[src/rtl/zop_pkg.sv]
package zop_pkg;

  typedef enum logic [3:0] {
    OP_RET    = 4'd0,
    OP_LDS_A  = 4'd1,
    OP_LDS_Q  = 4'd2,
    OP_ST_AQ  = 4'd3,
    OP_LDR_Q  = 4'd4,
    OP_LDQ_A  = 4'd5,
    OP_PUSH   = 4'd6,
    OP_STQ_R  = 4'd7,
    OP_ADD    = 4'd8,
    OP_XOR    = 4'd9,
    OP_AND    = 4'd10,
    OP_DROP   = 4'd11,
    OP_SKZ    = 4'd12,
    OP_JMPQ   = 4'd13,
    OP_MOVQ   = 4'd14,
    OP_NOP    = 4'd15
  } prim_e;

  typedef enum logic [1:0] {ST_FETCH, ST_DECODE, ST_MEM, ST_WB} state_e;

  typedef enum logic [1:0] {K_PRIM, K_CALL, K_HWLIT} kind_e;

  typedef enum logic [1:0] {ALU_ADD, ALU_XOR, ALU_AND, ALU_PASS} alu_e;

endpackage

[src/rtl/zop_decode.sv]
module zop_decode
  import zop_pkg::*;
#(
  parameter int             W        = 16,
  parameter bit             HW_LIT   = 1'b0,
  parameter logic [W-1:0]   LIT_ADDR = 16'h0010
) (
  input  logic [W-1:0] word,
  output kind_e        kind,
  output prim_e        op,
  output logic         uses_mem,
  output logic         writes_mem
);

  logic is_call;
  logic lit_hit;

  // any bit above the low nibble makes the word a call target
  assign is_call = |word[W-1:4];

  generate
    if (HW_LIT) begin : g_hw_lit
      assign lit_hit = (word == LIT_ADDR);
    end else begin : g_sw_lit
      assign lit_hit = 1'b0;
    end
  endgenerate

  always_comb begin
    op   = prim_e'(word[3:0]);
    kind = K_PRIM;
    if (is_call) kind = lit_hit ? K_HWLIT : K_CALL;
    case (kind)
      K_CALL: begin
        uses_mem   = 1'b1;
        writes_mem = 1'b1;
      end
      K_HWLIT: begin
        uses_mem   = 1'b1;
        writes_mem = 1'b0;
      end
      default: begin
        uses_mem   = !(op inside {OP_DROP, OP_SKZ, OP_JMPQ, OP_MOVQ, OP_NOP});
        writes_mem = op inside {OP_ST_AQ, OP_PUSH, OP_STQ_R};
      end
    endcase
  end

endmodule

[src/rtl/zop_alu.sv]
module zop_alu
  import zop_pkg::*;
#(
  parameter int W = 16
) (
  input  alu_e         fn,
  input  logic [W-1:0] a,
  input  logic [W-1:0] b,
  output logic [W-1:0] y
);

  always_comb begin
    case (fn)
      ALU_ADD: y = a + b;
      ALU_XOR: y = a ^ b;
      ALU_AND: y = a & b;
      default: y = a;
    endcase
  end

endmodule

[src/rtl/zop_core.sv]
module zop_core
  import zop_pkg::*;
#(
  parameter int           W        = 16,
  parameter logic [W-1:0] DS_BASE  = 16'hE000,
  parameter logic [W-1:0] RS_BASE  = 16'hF000,
  parameter bit           HW_LIT   = 1'b0,
  parameter logic [W-1:0] LIT_ADDR = 16'h0010
) (
  input  logic         clk,
  input  logic         rst_n,
  output logic         mem_valid,
  input  logic         mem_ready,
  output logic         mem_we,
  output logic [W-1:0] mem_addr,
  output logic [W-1:0] mem_wdata,
  input  logic [W-1:0] mem_rdata
);

  localparam logic [W-1:0] ONE = W'(1);
  localparam logic [W-1:0] TWO = W'(2);

  state_e       state;
  logic [W-1:0] pc, acc, qr, sp, rp, ir;
  logic         lit_push;

  logic [W-1:0] cur_word;
  kind_e        kind;
  prim_e        op;
  logic         uses_mem, dec_we, wr_now;
  alu_e         alu_fn;
  logic [W-1:0] alu_y;
  logic [W-1:0] pc_inc, sp_dn, rp_dn;
  logic [W-1:0] data_addr, data_wdata;

  // the fetched word is decoded straight off the read bus, later from ir
  assign cur_word = (state == ST_DECODE) ? mem_rdata : ir;

  zop_decode #(.W(W), .HW_LIT(HW_LIT), .LIT_ADDR(LIT_ADDR)) u_decode (
    .word       (cur_word),
    .kind       (kind),
    .op         (op),
    .uses_mem   (uses_mem),
    .writes_mem (dec_we)
  );

  always_comb begin
    case (op)
      OP_XOR:  alu_fn = ALU_XOR;
      OP_AND:  alu_fn = ALU_AND;
      default: alu_fn = ALU_ADD;
    endcase
  end

  zop_alu #(.W(W)) u_alu (
    .fn (alu_fn),
    .a  (acc),
    .b  (mem_rdata),
    .y  (alu_y)
  );

  assign pc_inc = pc + ONE;
  assign sp_dn  = sp - ONE;
  assign rp_dn  = rp - ONE;
  assign wr_now = (kind == K_HWLIT) ? lit_push : dec_we;

  always_comb begin
    data_addr  = sp;
    data_wdata = acc;
    if (kind == K_CALL) begin
      data_addr  = rp_dn;
      data_wdata = pc_inc;
    end else if (kind == K_HWLIT) begin
      data_addr  = lit_push ? sp_dn : pc_inc;
    end else begin
      case (op)
        OP_RET, OP_LDR_Q:  data_addr = rp;
        OP_ST_AQ, OP_LDQ_A: data_addr = qr;
        OP_PUSH:           data_addr = sp_dn;
        OP_STQ_R: begin
          data_addr  = rp;
          data_wdata = qr;
        end
        default:           data_addr = sp;
      endcase
    end
  end

  assign mem_valid = (state == ST_FETCH) || (state == ST_MEM);
  assign mem_we    = (state == ST_MEM) && wr_now;
  assign mem_addr  = (state == ST_FETCH) ? pc : data_addr;
  assign mem_wdata = data_wdata;

  always_ff @(posedge clk or negedge rst_n) begin
    if (!rst_n) begin
      state    <= ST_FETCH;
      pc       <= '0;
      acc      <= '0;
      qr       <= '0;
      sp       <= DS_BASE;
      rp       <= RS_BASE;
      ir       <= '0;
      lit_push <= 1'b0;
    end else begin
      case (state)
        ST_FETCH: if (mem_ready) state <= ST_DECODE;

        ST_DECODE: begin
          ir <= mem_rdata;
          if (uses_mem) begin
            state <= ST_MEM;
          end else begin
            state <= ST_FETCH;
            case (op)
              OP_DROP: begin
                sp <= sp + ONE;
                pc <= pc_inc;
              end
              OP_SKZ:  pc <= (acc == '0) ? pc + TWO : pc_inc;
              OP_JMPQ: pc <= qr;
              OP_MOVQ: begin
                qr <= acc;
                pc <= pc_inc;
              end
              default: pc <= pc_inc;
            endcase
          end
        end

        ST_MEM: if (mem_ready) begin
          if (!wr_now) begin
            state <= ST_WB;
          end else begin
            state <= ST_FETCH;
            if (kind == K_CALL) begin
              rp <= rp_dn;
              pc <= ir;
            end else if (kind == K_HWLIT) begin
              sp       <= sp_dn;
              pc       <= pc + TWO;
              qr       <= pc + TWO;
              lit_push <= 1'b0;
            end else begin
              pc <= pc_inc;
              if (op == OP_PUSH) sp <= sp_dn;
            end
          end
        end

        ST_WB: begin
          state <= ST_FETCH;
          if (kind == K_HWLIT) begin
            acc      <= mem_rdata;
            lit_push <= 1'b1;
            state    <= ST_MEM;
          end else begin
            case (op)
              OP_RET: begin
                pc <= mem_rdata;
                rp <= rp + ONE;
              end
              OP_LDS_A: begin
                acc <= mem_rdata;
                sp  <= sp + ONE;
                pc  <= pc_inc;
              end
              OP_LDS_Q: begin
                qr <= mem_rdata;
                sp <= sp + ONE;
                pc <= pc_inc;
              end
              OP_ADD, OP_XOR, OP_AND: begin
                acc <= alu_y;
                sp  <= sp + ONE;
                pc  <= pc_inc;
              end
              OP_LDR_Q: begin
                qr <= mem_rdata;
                pc <= pc_inc;
              end
              OP_LDQ_A: begin
                acc <= mem_rdata;
                qr  <= qr + ONE;
                pc  <= pc_inc;
              end
              default: pc <= pc_inc;
            endcase
          end
        end

        default: state <= ST_FETCH;
      endcase
    end
  end

endmodule

[config.mk]
export PLATFORM = sky130hd
export DESIGN_NAME = zop_core
export DESIGN_NICKNAME = d
export VERILOG_FILES = /design/src/rtl/zop_pkg.sv /design/src/rtl/zop_decode.sv /design/src/rtl/zop_alu.sv /design/src/rtl/zop_core.sv
export SDC_FILE = /design/constraint.sdc
export NUM_CORES = 1
export LEC_CHECK = 0
export BUFFER_PORTS_ARGS = -buffer_cell sky130_fd_sc_hd__buf_2
export CORE_ASPECT_RATIO = 0.9
export CORE_MARGIN = 3
export CORE_UTILIZATION = 45
export DETAILED_ROUTE_END_ITERATION = 7
export REMOVE_ABC_BUFFERS = 1
export SLEW_MARGIN = 10
export SYNTH_ARGS = -nofsm -noshare
export SYNTH_HDL_FRONTEND = slang
export SYNTH_SLANG_ARGS = --single-unit
[constraint.sdc]
create_clock -name clk -period 5.36 [get_ports clk]
set_clock_uncertainty 0.1 [all_clocks]
set_input_delay 0.536 -clock clk [delete_from_list [all_inputs] [get_ports clk]]
set_output_delay 0.536 -clock clk [all_outputs]
set_load 0.01 [all_outputs]
==> results of run 1 <==
-- kinds of logic after synthesis --
| family | count (synthesis) |
|---|---|
| AOI/OAI and AO/OA | 379 |
| xor gates and xnor gates | 84 |
| adders and majority gates | 27 |
| buffers and inverters | 142 |
| DFF | 98 |
| muxes | 26 |
| and+or+nand+nor | 459 |
-- layout make-up --
class,count,share of cell area
clock buffer,12,0.0248
clock inverter,4,0.00755
sequential,98,0.247
tap,255,0.0321
inverter,35,0.0132
multi-input combinational,975,0.637
timing repair buffer,67,0.0377
-- report_power, final --
group | internal [mW] | switching (mW)
Sequential | 1.07 | 0.776
Clock | 0.423 | 0.307
Combinational | 1.41 | 2.20
Total | 2.90 | 3.28
-- per-layer routing --
layer | vias up | global-route usage | wire, um
met2 | 440 | 0.412 | 13700
li1 | 4441 | - | -
met4 | 2 | 0.0851 | 774
met5 | - | 0 | 13
met1 | 4578 | 0.462 | 16000
met3 | 57 | 0.0588 | 2840
-- critical path: stages (launching register included) --
cell and delay (ns):
dfrtp_1 0.80, and2b_1 0.68, mux2i_2 0.48, o22ai_2 0.36, nor3_2 0.65, o21ai_0 0.25
a21oi_1 0.20, a2bb2oi_1 0.18, buf_2 0.15
-- worst paths after layout --
path | to | from
setup / recovery | mem_addr[8] | state[0]
hold / removal | acc[1] | rst_n
setup reg to reg | pc[0] | state[0]
hold reg to reg | sp[15] | sp[15]
max in group asynchronous | rp[11] | rst_n
min in group clk | ir[9] | mem_rdata[9]
-- per-stage QoR --
step	util	instance area, sq um	hold WS [ns]	setup WS (ns)
3_5_place_dp	0.476	9630	0.410	1.13
3_3_place_gp	0.476	9630	0.404	1.28
6_report	0.492	9950	0.140	0.604
4_1_cts	0.492	9950	0.159	0.692
2_1_floorplan	-	8920	0.140	1.70
5_1_grt	0.492	9950	0.202	0.381
-- cells in the final DEF, fill, tap and decap left out, types with 7 or more instances in the layout --
cell type  synthesis  layout
nor4_1            19      19
buf_2             23      51
mux2_2             8       8
and3_1            13      13
or3_1              7       7
nor3_1            24      24
o211ai_1          11      11
nand2b_1          15      15
dfstp_2            7       7
xnor2_1           44      44
and2_1             7       7
o22ai_1           15      15
nor2_1            79      78
inv_1             33      33
nand3_1           53      53
mux2i_1           14      14
a21oi_1           75      75
nand2_1          169     169
xor2_1            39      39
and4_1             7       7
o21ai_0           58      58
clkbuf_16          0       9
ha_1              26      26
a21o_1            17      17
o21ai_1           41      40
a221o_1           13      13
nand4_1           27      27
a31oi_1            9       9
dfrtp_1           91      91
a211oi_1          23      23
a221oi_1          34      34
buf_4              1      16
-- flip-flops by register name (all words and copies together), names as in the netlist --
| signal | flops |
|---|---|
| sp | 16 |
| rp | 16 |
| ir | 16 |
| qr | 16 |
| pc | 16 |
| state | 2 |
| acc | 16 |
==> results.py, run 1 <==
metrics = {
    "die": {
        "core-area_sq_um": 20200,
        "start_util": 0.464,
        "die_area_sq_um": 22600,
        "io_pins": 53,
        "die_w_um": 158,
        "die_y_um": 143,
        "rows": 49,
    },
    "sta": {
        "fin_crit_sh": 0.887,
        "hold_violations": 0,
        "final-setup-viol-count": 0,
        "layout_min_cycle_time_ns": 4.76,
        "slew_viol_final": 0,
        "fmax_mhz": 210,
        "relSlewSlack": 0.307,
        "setup_tns_ns": 0,
        "rsz0062_at_grt": "no",
        "tightest_slew_ns": 1.04,
    },
    "cts": {
        "clock_path_buffers": 2,
        "cts_sinks": 98,
        "clock-root-buffer": "clkbuf_16",
        "clk_latency_ns": 0.37,
        "htreeDepth": 3,
        "cts_made_buffers": 9,
        "cts_setup_buffers": 0,
        "clkTransAtPathRegs_ns": 0.07,
        "cts_tree": "yes",
        "cts_resized": 0,
        "ctsHoldBuffers": 0,
    },
    "synthesis": {
        "synth_top_family_by_area": "compound AO/OA/AOI/OAI gates",
        "synth_area_leaders": "dfrtp_1 24%, nand2_1 6.8%, xnor2_1 4.1%",
        "muxShareOfSynthArea": 0.0312,
        "synth_compound_area_frac": 0.280,
        "syn_area_sq_um": 9390,
        "yosys_warnings": 0,
        "async_flop_share": 1.00,
        "yosysMostFrequentCell": "nand2_1",
        "synth_xor_area_frac": 0.0791,
        "yosys_register_bits": 98,
        "synthAdderAreaFrac": 0.0368,
        "netlist.area_leader.share": 0.242,
        "synth.largest_area_cell": "dfrtp_1",
        "avgSynthCellArea_sq_um": 7.73,
        "synth-edff-count": 0,
        "synth-simple-area-share": 0.247,
        "syn-instance-count": 1215,
        "netlist_top_cells_count": "169 x nand2_1, 91 x dfrtp_1, 79 x nor2_1",
        "ys_seq_area_frac": 0.262,
        "synthFlopType": "dfrtp_1",
        "netlist-cell-type-count": 98,
    },
    "global_routing": {
        "overflow": 0,
        "grt_first_pass_wirelength_mm": 52.3,
        "antenna_found_initial": 1,
        "grt_pass1_vias": 8716,
        "grt_usage": 0.297,
        "grt_max_degree": 56,
    },
    "finish": {
        "num-nets-final": 1232,
        "antennaDiodeCount": 0,
        "multi_input_area_sq_um": 6340,
        "syn_to_final_growth_pct": 5.89,
        "nFillCells": 2047,
        "regArea_sq_um": 2460,
        "drive_gt1_frac": 0.118,
        "final_cells": 1446,
    },
    "place": {
        "gp_congestion": 0.974,
        "hpwlAfterDp_mm": 25.0,
        "port_buffers": 52,
        "post-place-cells": 1430,
    },
    "power_and_ir_drop": {
        "pwr_density_cell_nw_per_um2": 622,
        "leakagePower_nw": 4.10,
        "power_mw": 6.19,
        "peakVddDrop_uv": 209,
    },
    "run": {
        "cap_violations": 0,
    },
    "critical_path": {
        "rr_worst_depth": 7,
        "worstPathArrival_ns": 4.12,
        "worstSetupStartpointType": "flop",
        "path_max_fanout": 19,
        "critical_path_class": "reg2out",
        "crit_path_end_kind": "primary output",
        "r2r_setup_slack_ns": 1.36,
        "critPathRequiredTime_ns": 4.72,
    },
    "detailed_routing": {
        "wl_per_cell_um": 23.0,
        "wl_mm": 33.3,
        "num_vias": 9518,
        "drc": 0,
        "via_per_inst": 6.58,
        "first_iter_violations": 902,
        "ant_nets": 0,
        "first_pass_iters": 5,
    },
    "worst_hold_path": {
        "hp-class": "in2async",
    },
    "status": {
        "status": "finished, final reports clean",
    },
}
No activity file was read; power rests on OpenSTA's default activity.
==> run 2, diff against run 1 <==
--- a/config.mk
+++ b/config.mk
@@ -5,6 +5,7 @@
 export SDC_FILE = /design/constraint.sdc
 export NUM_CORES = 1
 export LEC_CHECK = 0
+export ABC_AREA = 1
 export BUFFER_PORTS_ARGS = -buffer_cell sky130_fd_sc_hd__buf_2
 export CORE_ASPECT_RATIO = 0.9
 export CORE_MARGIN = 3
==> run 2 against run 1 <==
  * Critical path depth rose by 6
  * Area after synthesis rose by 14%
  * Die area rose by 13%
  * Register-to-register slack improved by 0.31 ns
  * Sequential cell count did not move
  * Clock power fell by 3%
  * Design area rose by 15%
  * Highest routed layer is now met4
  * Combinational power rose by 29%
  * Largest cell class unchanged
  * Global-route usage rose by 1.8 points
  * Total power rose by 14%
  * Clock-buffer cell count fell by 1
  * Cell count rose by 51%
==> results.py, run 2 <==
metrics = {
    "sta": {
        "setup_tns_ns": 0,
        "fin_ws_ns": 1.31,
        "slew_viol_final": 0,
        "hold_violations": 0,
        "fmax_mhz": 247,
        "rsz0062_at_grt": "no",
        "layout_min_cycle_time_ns": 4.05,
        "final-setup-viol-count": 0,
        "tightest_slew_ns": 1.15,
        "relSlewSlack": 0.228,
        "fin_crit_sh": 0.755,
    },
    "die": {
        "rows": 52,
        "die_y_um": 152,
        "start_util": 0.467,
        "io_pins": 53,
        "core-area_sq_um": 22900,
        "die_w_um": 168,
        "die_area_sq_um": 25600,
    },
    "global_routing": {
        "antenna_found_initial": 0,
        "overflow": 0,
        "grt_max_degree": 52,
        "grt_pass1_vias": 11100,
        "grt_usage": 0.315,
        "grt_first_pass_wirelength_mm": 64.4,
    },
    "synthesis": {
        "synth_top_family_by_area": "simple AND/OR/NAND/NOR gates",
        "synth-simple-area-share": 0.450,
        "syn-instance-count": 1880,
        "avgSynthCellArea_sq_um": 5.68,
        "netlist_top_cells_count": "733 x nand2_1, 194 x nand3_1, 172 x inv_1",
        "yosys_warnings": 0,
        "synth-edff-count": 0,
        "synth_xor_area_frac": 0.0459,
        "yosysMostFrequentCell": "nand2_1",
        "synth_compound_area_frac": 0.143,
        "synthFlopType": "dfrtp_1",
        "yosys_register_bits": 98,
        "muxShareOfSynthArea": 0,
        "ys_seq_area_frac": 0.230,
        "synthAdderAreaFrac": 0.0323,
        "synth.largest_area_cell": "nand2_1",
        "async_flop_share": 1.00,
        "netlist-cell-type-count": 41,
        "netlist.area_leader.share": 0.257,
        "synth_area_leaders": "nand2_1 26%, dfrtp_1 21%, nand3_1 9.1%",
        "syn_area_sq_um": 10700,
    },
    "power_and_ir_drop": {
        "power.switching_mw": 4.18,
        "internal_power_mw": 2.90,
        "pwr_density_cell_nw_per_um2": 620,
        "leakagePower_nw": 5.69,
        "power.share.clock": 0.100,
        "peakVddDrop_uv": 285,
        "pwr-share-seq": 0.241,
        "combinationalPowerShare": 0.658,
        "p_sw_frac": 0.591,
    },
    "finish": {
        "final_cell_mix": "733 x nand2_1, 194 x nand3_1, 172 x inv_1",
        "syn_to_final_growth_pct": 6.81,
        "antennaDiodeCount": 0,
        "num-nets-final": 1923,
        "drive_gt1_frac": 0.0685,
        "layout_commonest_cell": "nand2_1",
    },
    "critical_path": {
        "critPathMostFrequentCell": "nand2_1",
        "crit_slowest_cell": "nor2_1",
        "worstSetupStartpointType": "flop",
        "crit_path_end_kind": "primary output",
        "path_max_fanout": 20,
        "critPathRequiredTime_ns": 4.72,
        "crit_chain": "buf_4 > inv_2 > nor2_4 > nand2_1 > nand2_1 > nand2_1 > nor2_1 > nand3_1 > nand3_1 > nor2_1 > nand2_1 > nand2_1 > nand2_1 > buf_2",
        "worstPathArrival_ns": 3.41,
        "cpPeakStageDelay_ns": 0.81,
        "critical_path_class": "reg2out",
    },
    "detailed_routing": {
        "met3_length_mm": 4.42,
        "drc": 0,
        "via_per_inst": 5.78,
        "top_layer_used": "met4",
        "num_vias": 12600,
        "first_iter_violations": 1565,
        "ant_nets": 0,
        "wl_per_cell_um": 19.0,
        "wl_mm": 41.4,
        "met2_length_mm": 16.3,
        "first_pass_iters": 6,
        "drt-met1-wl_mm": 19.2,
    },
    "cts": {
        "clock_path_buffers": 2,
        "clock-root-buffer": "clkbuf_16",
        "cts_made_buffers": 9,
        "cts_sinks": 98,
        "cts_resized": 0,
        "ctsHoldBuffers": 0,
        "htreeDepth": 3,
        "cts_setup_buffers": 0,
        "clkTransAtPathRegs_ns": 0.08,
        "clk_latency_ns": 0.36,
        "cts_tree": "yes",
    },
    "worst_hold_path": {
        "hp-class": "in2async",
    },
    "place": {
        "dp_slack_ns": 1.70,
        "port_buffers": 52,
        "gp_congestion": 0.952,
        "hpwlAfterDp_mm": 31.3,
    },
    "run": {
        "cap_violations": 0,
    },
    "status": {
        "status": "finished, final reports clean",
    },
}
## run 2: cell count changes in the layout (fill, tap and decap cells not counted), moves of 17 or more
cell,delta
a211oi_1,-23
a21o_1,-17
a221oi_1,-34
inv_1,+139
nand2_1,+564
nand3_1,+141
nor2_1,+75
nor4_1,-17
o211ai_1,+22
o21ai_0,+63
o21ai_1,-28
xnor2_1,-39
## run 2: power by group through the flow
stage | combinational (mW) | clock, mW | sequential, mW
after global placement | 4.55 | 0 | 1.69
after detailed placement | 4.55 | 0 | 1.68
final | 4.66 | 0.710 | 1.71
after global routing | 5.22 | 0.746 | 1.73
after floorplan | 3.22 | 0 | 1.43
after CTS | 4.57 | 0.724 | 1.67
## run 2: path summary, 6_finish.rpt
path	from	endpoint	cells past startpoint	slack, ns
max in group asynchronous	rst_n	ir[2]	2	3.79
min in group clk	mem_ready	state[0]	2	0.37
setup / recovery	state[0]	mem_addr[13]	14	1.31
hold / removal	rst_n	rp[9]	1	0.12
hold reg to reg	sp[15]	sp[15]	2	0.39
setup reg to reg	state[0]	acc[1]	12	1.67
## run 2: kinds of logic after synthesis
kind of cell,Yosys count
AO/OA/AOI/OAI,273
XOR/XNOR,56
adder cells (fa/ha/maj),27
buffers and inverters,265
flip-flops,98
AND/OR/NAND/NOR,1161
## run 2: layer usage
metal  vias up  global-route usage
li1       6081                   -
met3        79              0.0711
met1      5789               0.487
met5         -                   0
met2       637               0.432
met4         0              0.0978
## run 2: cell type report
| class | count | area (sq um) |
|---|---|---|
| Timing Repair Buffer | 72 | 425 |
| Fill cell | 2519 | 11500 |
| Sequential cell | 98 | 2460 |
| Tap cell | 297 | 372 |
| Multi-Input combinational cell | 1517 | 7180 |
| Clock buffer | 11 | 243 |
| Clock inverter | 5 | 61.3 |
| Inverter | 179 | 672 |
## run 2: worst max-delay path: cells and delay by family (launching register included)
kind | cells | cell delay [ns]
flops | 1 | 0.33
simple gates | 11 | 2.24
buf+inv | 3 | 0.49
## run 2: stage by stage
step / cell area, sq um / total power, mW / utilization / hold slack, ns / instances
2_1_floorplan: 10300 / 4.64 / - / 0.140 / 1794
3_3_place_gp: 11100 / 6.24 / 0.485 / 0.375 / 2163
3_5_place_dp: 11100 / 6.23 / 0.485 / 0.377 / 2163
4_1_cts: 11400 / 6.97 / 0.498 / 0.153 / 2179
5_1_grt: 11400 / 7.69 / 0.498 / 0.183 / 2179
6_report: 11400 / 7.08 / 0.498 / 0.124 / 2179
